[src/rtl/ptc_pkg.sv]
package ptc_pkg;
    localparam int unsigned MON_CNT = 32;
    localparam int unsigned FLD_W   = 2;
    localparam int unsigned REG_W   = MON_CNT * FLD_W;

    // Encoding of the policy register
    localparam logic [1:0] SEL_OP0 = 2'b10;
    localparam logic [2:0] SEL_OP1 = 3'b110;
    localparam logic [3:0] SEL_CRN = 4'b1001;
    localparam logic [3:0] SEL_CRM = 4'b1101;
    localparam logic [2:0] SEL_OP2 = 3'b011;

    localparam logic [1:0] LVL_TOP = 2'd3;

    typedef enum logic [1:0] {
        POL_BLOCK_ALL = 2'b00,
        POL_BLOCK_WR  = 2'b01,
        POL_RESERVED  = 2'b10,
        POL_OPEN      = 2'b11
    } pol_e;
endpackage

[src/rtl/ptc_sel_decode.sv]
module ptc_sel_decode #(
    parameter bit FEAT_EN = 1'b1
) (
    input  logic [1:0] op0_i,
    input  logic [2:0] op1_i,
    input  logic [3:0] crn_i,
    input  logic [3:0] crm_i,
    input  logic [2:0] op2_i,
    input  logic [1:0] el_i,
    output logic       hit_o,
    output logic       grant_o,
    output logic       undef_o
);
    import ptc_pkg::*;

    always_comb begin
        hit_o   = (op0_i == SEL_OP0) && (op1_i == SEL_OP1) && (crn_i == SEL_CRN)
               && (crm_i == SEL_CRM) && (op2_i == SEL_OP2);
        grant_o = hit_o && FEAT_EN && (el_i == LVL_TOP);
        undef_o = hit_o && !grant_o;
    end
endmodule

[src/rtl/ptc_policy_reg.sv]
module ptc_policy_reg #(
    parameter int unsigned NUM_MON = ptc_pkg::MON_CNT,
    parameter int unsigned FLD_W   = ptc_pkg::FLD_W,
    localparam int unsigned REG_W  = NUM_MON * FLD_W
) (
    input  logic                           clk_i,
    input  logic                           rst_ni,
    input  logic                           wr_en_i,
    input  logic [REG_W-1:0]               wdata_i,
    output logic [REG_W-1:0]               reg_o,
    output logic [NUM_MON-1:0][FLD_W-1:0]  fld_o
);
    logic [REG_W-1:0] pol_d, pol_q;

    always_comb begin
        pol_d = pol_q;
        if (wr_en_i) begin
            pol_d = wdata_i;
        end
    end

    always_ff @(posedge clk_i) begin
        if (!rst_ni) begin
            pol_q <= '0;
        end else begin
            pol_q <= pol_d;
        end
    end

    assign reg_o = pol_q;

    for (genvar m = 0; m < NUM_MON; m++) begin : g_fld
        assign fld_o[m] = pol_q[m*FLD_W +: FLD_W];
    end
endmodule

[src/rtl/ptc_trap_decide.sv]
module ptc_trap_decide (
    input  logic [1:0] pol_i,
    input  logic       mon_acc_i,
    input  logic       write_i,
    input  logic [1:0] el_i,
    input  logic       hi_prio_i,
    output logic       trap_o
);
    import ptc_pkg::*;

    logic blocked;

    always_comb begin
        unique case (pol_e'(pol_i))
            POL_BLOCK_ALL: blocked = 1'b1;
            POL_RESERVED:  blocked = 1'b1;
            POL_BLOCK_WR:  blocked = write_i;
            POL_OPEN:      blocked = 1'b0;
            default:       blocked = 1'b1;
        endcase
        trap_o = mon_acc_i && (el_i != LVL_TOP) && !hi_prio_i && blocked;
    end
endmodule

[src/rtl/pmu_trap_ctrl.sv]
module pmu_trap_ctrl #(
    parameter bit          FEAT_EN = 1'b1,
    parameter int unsigned NUM_MON = ptc_pkg::MON_CNT,
    localparam int unsigned FLD_W  = ptc_pkg::FLD_W,
    localparam int unsigned REG_W  = NUM_MON * FLD_W,
    localparam int unsigned IDX_W  = (NUM_MON > 1) ? $clog2(NUM_MON) : 1
) (
    input  logic             clk_i,
    input  logic             rst_ni,
    input  logic             req_valid_i,
    input  logic             req_write_i,
    input  logic [1:0]       req_el_i,
    input  logic [1:0]       req_op0_i,
    input  logic [2:0]       req_op1_i,
    input  logic [3:0]       req_crn_i,
    input  logic [3:0]       req_crm_i,
    input  logic [2:0]       req_op2_i,
    input  logic             req_mon_grp_i,
    input  logic [IDX_W-1:0] req_mon_idx_i,
    input  logic [REG_W-1:0] req_wdata_i,
    input  logic             hi_prio_exc_i,
    output logic             rsp_valid_o,
    output logic [REG_W-1:0] rsp_rdata_o,
    output logic             rsp_undef_o,
    output logic             rsp_trap_o
);
    typedef struct packed {
        logic             vld;
        logic             undef;
        logic             trap;
        logic [REG_W-1:0] rdata;
    } rsp_t;

    rsp_t rsp_d, rsp_q;

    logic                          sel_hit, sel_grant, sel_undef;
    logic                          wr_en, mon_acc, trap_raw;
    logic [REG_W-1:0]              pol_reg;
    logic [NUM_MON-1:0][FLD_W-1:0] pol_fld;
    logic [FLD_W-1:0]              pol_sel;

    ptc_sel_decode #(.FEAT_EN(FEAT_EN)) u_dec (
        .op0_i   (req_op0_i),
        .op1_i   (req_op1_i),
        .crn_i   (req_crn_i),
        .crm_i   (req_crm_i),
        .op2_i   (req_op2_i),
        .el_i    (req_el_i),
        .hit_o   (sel_hit),
        .grant_o (sel_grant),
        .undef_o (sel_undef)
    );

    assign wr_en = req_valid_i && sel_grant && req_write_i;

    ptc_policy_reg #(.NUM_MON(NUM_MON), .FLD_W(FLD_W)) u_reg (
        .clk_i   (clk_i),
        .rst_ni  (rst_ni),
        .wr_en_i (wr_en),
        .wdata_i (req_wdata_i),
        .reg_o   (pol_reg),
        .fld_o   (pol_fld)
    );

    assign pol_sel = pol_fld[req_mon_idx_i];
    assign mon_acc = req_mon_grp_i && !sel_hit;

    ptc_trap_decide u_dcd (
        .pol_i     (pol_sel),
        .mon_acc_i (mon_acc),
        .write_i   (req_write_i),
        .el_i      (req_el_i),
        .hi_prio_i (hi_prio_exc_i),
        .trap_o    (trap_raw)
    );

    always_comb begin
        rsp_d     = '0;
        rsp_d.vld = req_valid_i;
        if (req_valid_i) begin
            if (sel_grant) begin
                if (!req_write_i) begin
                    rsp_d.rdata = pol_reg;
                end
            end else if (sel_undef) begin
                rsp_d.undef = 1'b1;
            end else begin
                rsp_d.trap = trap_raw;
            end
        end
    end

    always_ff @(posedge clk_i) begin
        if (!rst_ni) begin
            rsp_q <= '0;
        end else begin
            rsp_q <= rsp_d;
        end
    end

    assign rsp_valid_o = rsp_q.vld;
    assign rsp_rdata_o = rsp_q.rdata;
    assign rsp_undef_o = rsp_q.undef;
    assign rsp_trap_o  = rsp_q.trap;
endmodule

[config.mk]
export PLATFORM = sky130hd
export DESIGN_NAME = pmu_trap_ctrl
export DESIGN_NICKNAME = d
export VERILOG_FILES = /design/src/rtl/ptc_pkg.sv /design/src/rtl/ptc_sel_decode.sv /design/src/rtl/ptc_policy_reg.sv /design/src/rtl/ptc_trap_decide.sv /design/src/rtl/pmu_trap_ctrl.sv
export SDC_FILE = /design/constraint.sdc
export NUM_CORES = 1
export LEC_CHECK = 0
export ABC_AREA = 0
export BUFFER_PORTS_ARGS = -buffer_cell sky130_fd_sc_hd__buf_2
export CAP_MARGIN = 20
export CORE_MARGIN = 2
export CORE_UTILIZATION = 50
export CTS_CLUSTER_DIAMETER = 50
export DETAILED_ROUTE_END_ITERATION = 10
export MAX_ROUTING_LAYER = met4
export PLACE_DENSITY = 0.75
export RECOVER_POWER = 100
export SLEW_MARGIN = 15
export SYNTH_ARGS = -nofsm -noshare
export SYNTH_HDL_FRONTEND = slang
export SYNTH_SLANG_ARGS = --single-unit
[constraint.sdc]
create_clock -name clk_i -period 1.8 [get_ports clk_i]
set_input_delay 0.27 -clock clk_i [delete_from_list [all_inputs] [get_ports clk_i]]
set_output_delay 0.27 -clock clk_i [all_outputs]
set_load 0.05 [all_outputs]
-- After elaboration in Yosys (flattened, before gate mapping)
Cells that the tools add are included.
W data, S select, Z words.
- order comparisons: 1
- equal/unequal tests: 10
- mux-type cells: 4
- bitwise operators: 3
- reduce and logical (&&, ||, !) cells: 20
- operator list (kind ; number):
    $logic_and A1 B1 Y1 ; 12
    $bmux W2 S5 ; 1
    $eq A2 B2 Y1 const B ; 4
    $eq A4 B4 Y1 const B ; 2
    $reduce_or A4 Y1 ; 2
    $lt A5 B6 Y1 const B ; 1
    $eq A3 B2 Y1 const B ; 1
    $eq A3 B3 Y1 const B ; 1
    $logic_not A1 Y1 ; 3
    $not A1 Y1 ; 3
    $pmux W1 S3 ; 1
    $reduce_or A3 Y1 ; 1
    $eq A2 B1 Y1 const B ; 1
    $logic_not A2 Y1 ; 1
    $mux W2 ; 1
    $ne A2 B2 Y1 const B ; 1
    $reduce_or A2 Y1 ; 1
    $mux W1 ; 1
- register bits: 131
- bits of input ports: 93
- logic and storage cells: 43

-- Logic depth before layout (Yosys ltp)
Gate-level depths: netlist of the first run.
- word-level depth: 10
- mapped depth: 6

-- Hierarchy
Synthesis of the first run repeated with hierarchy kept, for this count alone.
- cells, all modules: 498
- area total of the unflattened synthesis: 5461.5 sq um
- modules (own cells, without submodules) (module ; instances ; cells each ; area each (sq um)):
    ptc_policy_reg ; 1 ; 270 ; 2931.6
    pmu_trap_ctrl ; 1 ; 216 ; 2423.6
    ptc_sel_decode ; 1 ; 9 ; 78.8
    ptc_trap_decide ; 1 ; 3 ; 27.5

-- Worst setup path after synthesis of the first run
No wires, ideal clock.
- path kind: input-to-reg
- start: input port req_mon_idx_i[1]
- end: register rsp_q (netlist bit rsp_trap_o)
- setup time: 0.095 ns
- data arrival time: 1.566 ns
- path slack: 0.139 ns
- stages on the path: 6
- buffers on the path: 2
- path through: buf_2 > clkbuf_1 > mux4_2 > a22oi_1 > a22oi_1 > a221oi_1
- longest elaborated chain between the ends: 6
- elaborated cells on any way between the ends: 9
- classes of those cells: eq/ne: 3; mux: 3; reduce/logical: 3
- RTL lines (what ; line ; RTL):
    start: declaration ; pmu_trap_ctrl.sv:19 ; input logic [IDX_W-1:0] req_mon_idx_i,
    $bmux W2 S5 (*) ; pmu_trap_ctrl.sv:65 ; assign pol_sel = pol_fld[req_mon_idx_i];
    $mux W2 (implied by the code) (*) ; pmu_trap_ctrl.sv:65 ;
    $eq A2 B2 Y1 or $logic_not A2 Y1 (tied branches) ; ptc_trap_decide.sv:14 ; unique case (pol_e'(pol_i))
    $reduce_or A2 Y1 (no line) ; - ;
    $pmux W1 S3 (*) ; ptc_trap_decide.sv:14 ;
    $logic_and A1 B1 Y1 (*) ; ptc_trap_decide.sv:21 ; trap_o = mon_acc_i && (el_i != LVL_TOP) && !hi_prio_i && blocked;
    end signal: assignment ; pmu_trap_ctrl.sv:97 ; rsp_q <= rsp_d;
    end: declaration ; pmu_trap_ctrl.sv:34 ; rsp_t rsp_d, rsp_q;
Every way passes the cells marked *; elsewhere a longest branch is shown, timed or not. The select of a mux whose other input is x is not followed.
A chain may end at the register's enable or synchronous reset.

-- Worst setup path after layout of the first run
- start: input port req_op1_i[0]
- end: register rsp_q (netlist bit rsp_rdata_o[45])
- longest elaborated chain between the ends: 8
- RTL lines (what ; line ; RTL):
    start: declaration ; pmu_trap_ctrl.sv:14 ; input logic [2:0] req_op1_i,
    $eq A3 B3 Y1 ; ptc_sel_decode.sv:17 ; hit_o = (op0_i == SEL_OP0) && (op1_i == SEL_OP1) && (crn_i == SEL_CRN)
    $logic_and A1 B1 Y1 (2 in a row) ; ptc_sel_decode.sv:17 ;
    $logic_and A1 B1 Y1 (2 in a row) ; ptc_sel_decode.sv:18 ; && (crm_i == SEL_CRM) && (op2_i == SEL_OP2);
    $logic_and A1 B1 Y1 ; ptc_sel_decode.sv:19 ; grant_o = hit_o && FEAT_EN && (el_i == LVL_TOP);
    $not A1 Y1 (no line) ; - ;
    $reduce_or A4 Y1 (no line) ; - ;
No other way between the ends.

==> results.json, run 1 <==
{
  "drtPass1Iterations": 5,
  "slew_headroom_pct": 40.1,
  "ys_warn_count": 0,
  "cts_setup_buffers": 0,
  "die_x_um": 106,
  "critPathRequiredTime_ns": 2.26,
  "syn_area_mm2": 0.00519,
  "fmax_mhz": 577,
  "htreeDepth": 4,
  "status": "complete, no violations",
  "synth_compound_area_share_pct": 17.4,
  "synthCells": 508,
  "synthMuxAreaShare_pct": 7.07,
  "finalSetupViolations": 0,
  "worstSkewPairLatency_ns": 0.52,
  "cp_max_fo": 15,
  "synth_xor_area_share_pct": 0,
  "rrSetupSlack_ns": 0.23,
  "crit_arrival_ns": 2.19,
  "rows": 37,
  "antenna_left": 0,
  "skew_ns": 0.00836,
  "path_clk_slew_ns": 0.06,
  "tightest_slew_ns": 0.891,
  "async_reset_ff_share_pct": 0,
  "use_met3_pct": 6.43,
  "synth_enable_flop_cells": 0,
  "antenna_found_initial": 1,
  "fin_crit_sh_pct": 96.2,
  "end_kind": "flip-flop",
  "ctsResizeCount": 0,
  "via_count": 4772,
  "cts_sinks": 131,
  "grt-busiest-layer": "met2",
  "ys_ff_latch": 131,
  "cts_tree": "done",
  "ys.flop_type": "dfxtp_1",
  "gp_congestion": 0.846,
  "io_pins": 160,
  "routed_via_density": 5.86,
  "synth-simple-area-share_pct": 19.7,
  "grt_use_total_pct": 27.3,
  "synth_cell_types": 38,
  "gr-total-overflow": 0,
  "place_area_mm2": 0.00612,
  "grt_max_degree": 66,
  "finalHoldWorstSlack_ns": 0.0140,
  "root_buffer": "clkbuf_8",
  "nNetsFinal": 757,
  "total_power_w": 0.00674,
  "synthesis.nets": 601,
  "core_mm2": 0.0102,
  "dr.first_iter.drc_count": 400,
  "drv_slew": 0,
  "synth_top_family_by_area": "simple AND/OR/NAND/NOR gates",
  "worst_setup_path_start_kind": "input port",
  "io_buffers": 159,
  "synthAdderAreaFrac_pct": 0,
  "leakage_nw": 2.51,
  "maxCapViolations": 0,
  "use_met2_pct": 42.6,
  "worstSetupPathType": "input port to flip-flop",
  "cts_made_buffers": 17,
  "yosysSeqAreaShare_pct": 50.5,
  "grt_use_met1_pct": 34.7,
  "avgSynthCellArea_um2": 10.2,
  "grt_pass1_wl_um": 23400,
  "die_area_mm2": 0.0112,
  "cts_buffer_depth": 2,
  "drc": 0,
  "grt_pass1_vias": 4637,
  "layout_min_cycle_time_ns": 1.73,
  "start_util_pct": 50.9,
  "hold_violations": 0,
  "synthToLayoutAreaGrowth_pct": 31.0,
  "rsz0062_at_grt": "no",
  "postRouteWirelength_um": 14400,
  "ir_worst_vdd_mv": 0.621,
  "routedWlPerCell_um": 17.7,
  "die_h_um": 106,
  "dp_hpwl_um": 9110,
  "layout-drive-gt1-share_pct": 23.2,
  "stdcell_area_mm2": 0.00680,
  "min_path_type": "input port to flip-flop",
  "power_density_mw_per_mm2": 992
}
## worst max-delay path, cell delays in order
cell and delay (ns):
clkbuf_1 0.10, nor4b_4 0.28, nand4_1 0.19, nor4_1 0.80
clkbuf_2 0.38, and2_1 0.17
## cell families after synthesis
| group | count (synthesis) |
|---|---|
| buffers and inverters | 63 |
| multiplexers | 17 |
| AND/OR/NAND/NOR | 157 |
| flip-flops | 131 |
| AO/OA/AOI/OAI | 140 |
## cell usage after synthesis (3+ instances only)
master / count / area share [%]
buf_2: 12 / 1.2
a21oi_1: 64 / 6.2
clkbuf_1: 37 / 2.7
nand2_1: 4 / 0.29
mux4_1: 5 / 2.5
nand4_1: 65 / 7.8
o31ai_1: 65 / 9.4
clkbuf_2: 6 / 0.58
a22oi_1: 5 / 0.72
dfxtp_1: 131 / 51
nor2b_1: 5 / 0.60
mux4_2: 9 / 3.9
inv_1: 3 / 0.22
and2_1: 67 / 8.1
## repair_timing
item,in CTS,in global routing
hold endpoints to repair,20,0
endpoints found under the setup margin,0,0
hold buffers,20,0
## cell usage in the layout, fill, tap and decap left out, types with 3 or more instances in the layout
master,n
inv_1,3
dlygate4sd3_1,20
clkinv_4,3
and2_1,44
and2_0,21
a22oi_1,5
buf_2,90
buf_12,6
clkbuf_1,71
clkbuf_8,3
o31ai_1,65
nor2b_1,5
clkbuf_16,16
a21oi_1,64
buf_4,8
bufinv_16,3
nand4_1,66
dfxtp_1,131
mux4_2,9
clkbuf_2,3
mux4_1,5
## flip-flops by register name, summed over array words and instances (netlist names)
name / cells
rsp_valid_o: 1
rsp_rdata_o: 64
rsp_undef_o: 1
rsp_trap_o: 1
u_reg.fld_o: 64
## worst paths after layout
path,startpoint,to,cells after the start
worst min register to register,u_reg.fld_o[27]$_SDFFE_PN0P_,u_reg.fld_o[27]$_SDFFE_PN0P_,2
worst max-delay path,req_op1_i[0],rsp_rdata_o[45]$_SDFF_PP0_,6
worst min-delay path,req_wdata_i[52],u_reg.fld_o[52]$_SDFFE_PN0P_,3
worst max register to register,u_reg.fld_o[11]$_SDFFE_PN0P_,rsp_trap_o$_SDFF_PP0_,4
## metrics by stage
stage	util, %	setup TNS (ns)	std cells	setup WS (ns)
after floorplan	-	0	508	0.139
after global placement	60.0	-0.00486	761	-0.00486
after detailed placement	60.0	-0.0390	761	-0.0390
after CTS	67.9	0	813	0.226
after global routing	66.7	0	814	0.0163
final	66.7	0	814	0.0681
## final cells by class
type,count,area (µm²)
Fill cell,849,3390
Sequential cell,131,2620
Multi-Input combinational cell,314,2280
Timing Repair Buffer,196,1100
Clock buffer,21,449
Tap cell,136,170
Clock inverter,11,151
Inverter,4,15.0
Antenna cell,1,2.50
## layer usage
layer	wire [µm]	vias up
met1	6080	2288
met3	1060	29
li1	-	2226
met4	307	0
met2	6940	229
met5	0	-
## power by group
group          total (W)  leakage (nW)  internal [W]  switching (W)
clock network    0.00347         0.293       0.00219        0.00128
logic           0.000362          1.16      0.000152       0.000210
registers        0.00290          1.05       0.00290    0.000000569
total            0.00674          2.51       0.00525        0.00149
(Power assumes the default switching activity.)
==> run 2, diff against run 1 <==
--- a/config.mk
+++ b/config.mk
@@ -8,7 +8,6 @@
 export ABC_AREA = 0
 export BUFFER_PORTS_ARGS = -buffer_cell sky130_fd_sc_hd__buf_2
 export CAP_MARGIN = 20
-export CORE_MARGIN = 2
 export CORE_UTILIZATION = 50
 export CTS_CLUSTER_DIAMETER = 50
 export DETAILED_ROUTE_END_ITERATION = 10
==> run 2 against run 1 <==
Flip-flop and latch count did not move. Sequential power about the same. Global-route usage hardly changed. Critical endpoint is now rsp_trap_o$_SDFF_PP0_.
==> results.json, run 2 (synthesis gave the netlist of run 1 again) <==
{
  "cts_tree": "done",
  "slew_headroom_pct": 9.98,
  "grt_pass1_vias": 4443,
  "critPathRequiredTime_ns": 2.21,
  "worst_setup_path_start_kind": "flip-flop",
  "end_kind": "flip-flop",
  "rsz0062_at_grt": "no",
  "fin_cells": 794,
  "min_path_type": "input port to flip-flop",
  "drc": 0,
  "drv_slew": 0,
  "power_density_mw_per_mm2": 1040,
  "tightest_slew_ns": 1.35,
  "layout_min_cycle_time_ns": 1.66,
  "antenna_left": 0,
  "grt_pass1_wl_um": 22700,
  "finalHoldWorstSlack_ns": 0.00539,
  "cts_sinks": 131,
  "routedWlPerCell_um": 18.0,
  "fill_cells": 815,
  "status": "complete, no violations",
  "dpl.cell_count": 760,
  "ir_worst_vdd_mv": 0.590,
  "grt_max_degree": 66,
  "dr.first_iter.drc_count": 430,
  "fin_crit_sh_pct": 92.4,
  "die_h_um": 104,
  "rows": 36,
  "antenna_found_initial": 0,
  "io_buffers": 159,
  "maxCapViolations": 0,
  "layout-drive-gt1-share_pct": 24.2,
  "path_clk_slew_ns": 0.06,
  "layout_commonest_cell": "dfxtp_1",
  "antenna_cells": 0,
  "start_util_pct": 52.4,
  "fmax_mhz": 601,
  "worstSetupPathType": "flip-flop to flip-flop",
  "die_x_um": 104,
  "total_power_w": 0.00692,
  "nNetsFinal": 741,
  "drtPass1Iterations": 5,
  "routed_via_density": 5.92,
  "multi_input_area_mm2": 0.00229,
  "core_mm2": 0.00991,
  "layout.area.seq_mm2": 0.00262,
  "finalSetupViolations": 0,
  "crit_arrival_ns": 2.07,
  "io_pins": 160,
  "cts_buffer_depth": 2,
  "worstSkewPairLatency_ns": 0.52,
  "dp_hpwl_um": 9030,
  "gp_congestion": 0.855,
  "cts_made_buffers": 17,
  "hold_violations": 0,
  "cp_max_fo": 3,
  "synthToLayoutAreaGrowth_pct": 28.6,
  "postRouteWirelength_um": 14300,
  "via_count": 4704,
  "root_buffer": "clkbuf_8",
  "gr-total-overflow": 0,
  "mostFrequentLayoutCells": "dfxtp_1 (131), buf_2 (90), clkbuf_1 (70)",
  "cts_setup_buffers": 0,
  "grt_use_total_pct": 27.2,
  "leakage_nw": 2.46,
  "skew_ns": 0.00822,
  "htreeDepth": 4,
  "die_area_mm2": 0.0108
}
## run 2: worst paths after layout
| path | depth (start not counted) | to | slack (ns) | startpoint |
|---|---|---|---|---|
| min | 3 | u_reg.fld_o[21]$_SDFFE_PN0P_ | 0.005 | req_wdata_i[21] |
| max | 4 | rsp_trap_o$_SDFF_PP0_ | 0.14 | u_reg.fld_o[25]$_SDFFE_PN0P_ |
| max reg2reg | 4 | rsp_trap_o$_SDFF_PP0_ | 0.14 | u_reg.fld_o[25]$_SDFFE_PN0P_ |
| min reg2reg | 2 | u_reg.fld_o[63]$_SDFFE_PN0P_ | 0.48 | u_reg.fld_o[63]$_SDFFE_PN0P_ |
## run 2: power breakdown
part / internal [W] / switching (W)
registers: 0.00290 / 0.000000740
logic: 0.000131 / 0.000207
clock network: 0.00240 / 0.00128
## run 2: worst max-delay path, stage by stage, from the launching register on
cell and delay (ns):
dfxtp_1 0.33, mux4_1 0.53, a221oi_1 0.30, a22oi_1 0.14, a221oi_1 0.26
## run 2: metrics by stage
stage	instance area, µm²	util, %	setup slack (ns)	TNS, ns
2_1_floorplan	5190	-	0.139	0
3_3_place_gp	6130	61.8	0.00220	0
3_5_place_dp	6130	61.8	-0.103	-0.103
4_1_cts	6790	68.5	0.170	0
5_1_grt	6670	67.3	0.0823	0
6_report	6670	67.3	0.137	0
## run 2: timing repair
| action | 4_1_cts | 5_1_grt |
|---|---|---|
| endpoints found under the hold margin | 2 | 0 |
| hold buffers | 2 | 0 |
| gates resized for setup | 0 | 0 |
## run 2: layout make-up
type	count	area share [%]
Clock inverter	11	2.61
Clock buffer	21	7.03
Sequential cell	131	39.3
Multi-Input combinational cell	314	34.3
Timing Repair Buffer	180	14.1
Tap cell	133	2.49
Inverter	4	0.225
## run 2: per-layer routing
layer	global-route usage [%]	part of all wire, %	vias up
met5	-	0	-
met4	9.49	1.7	0
met3	5.95	8.5	25
met2	43.5	49	270
met1	34.2	41	2219
li1	-	-	2190
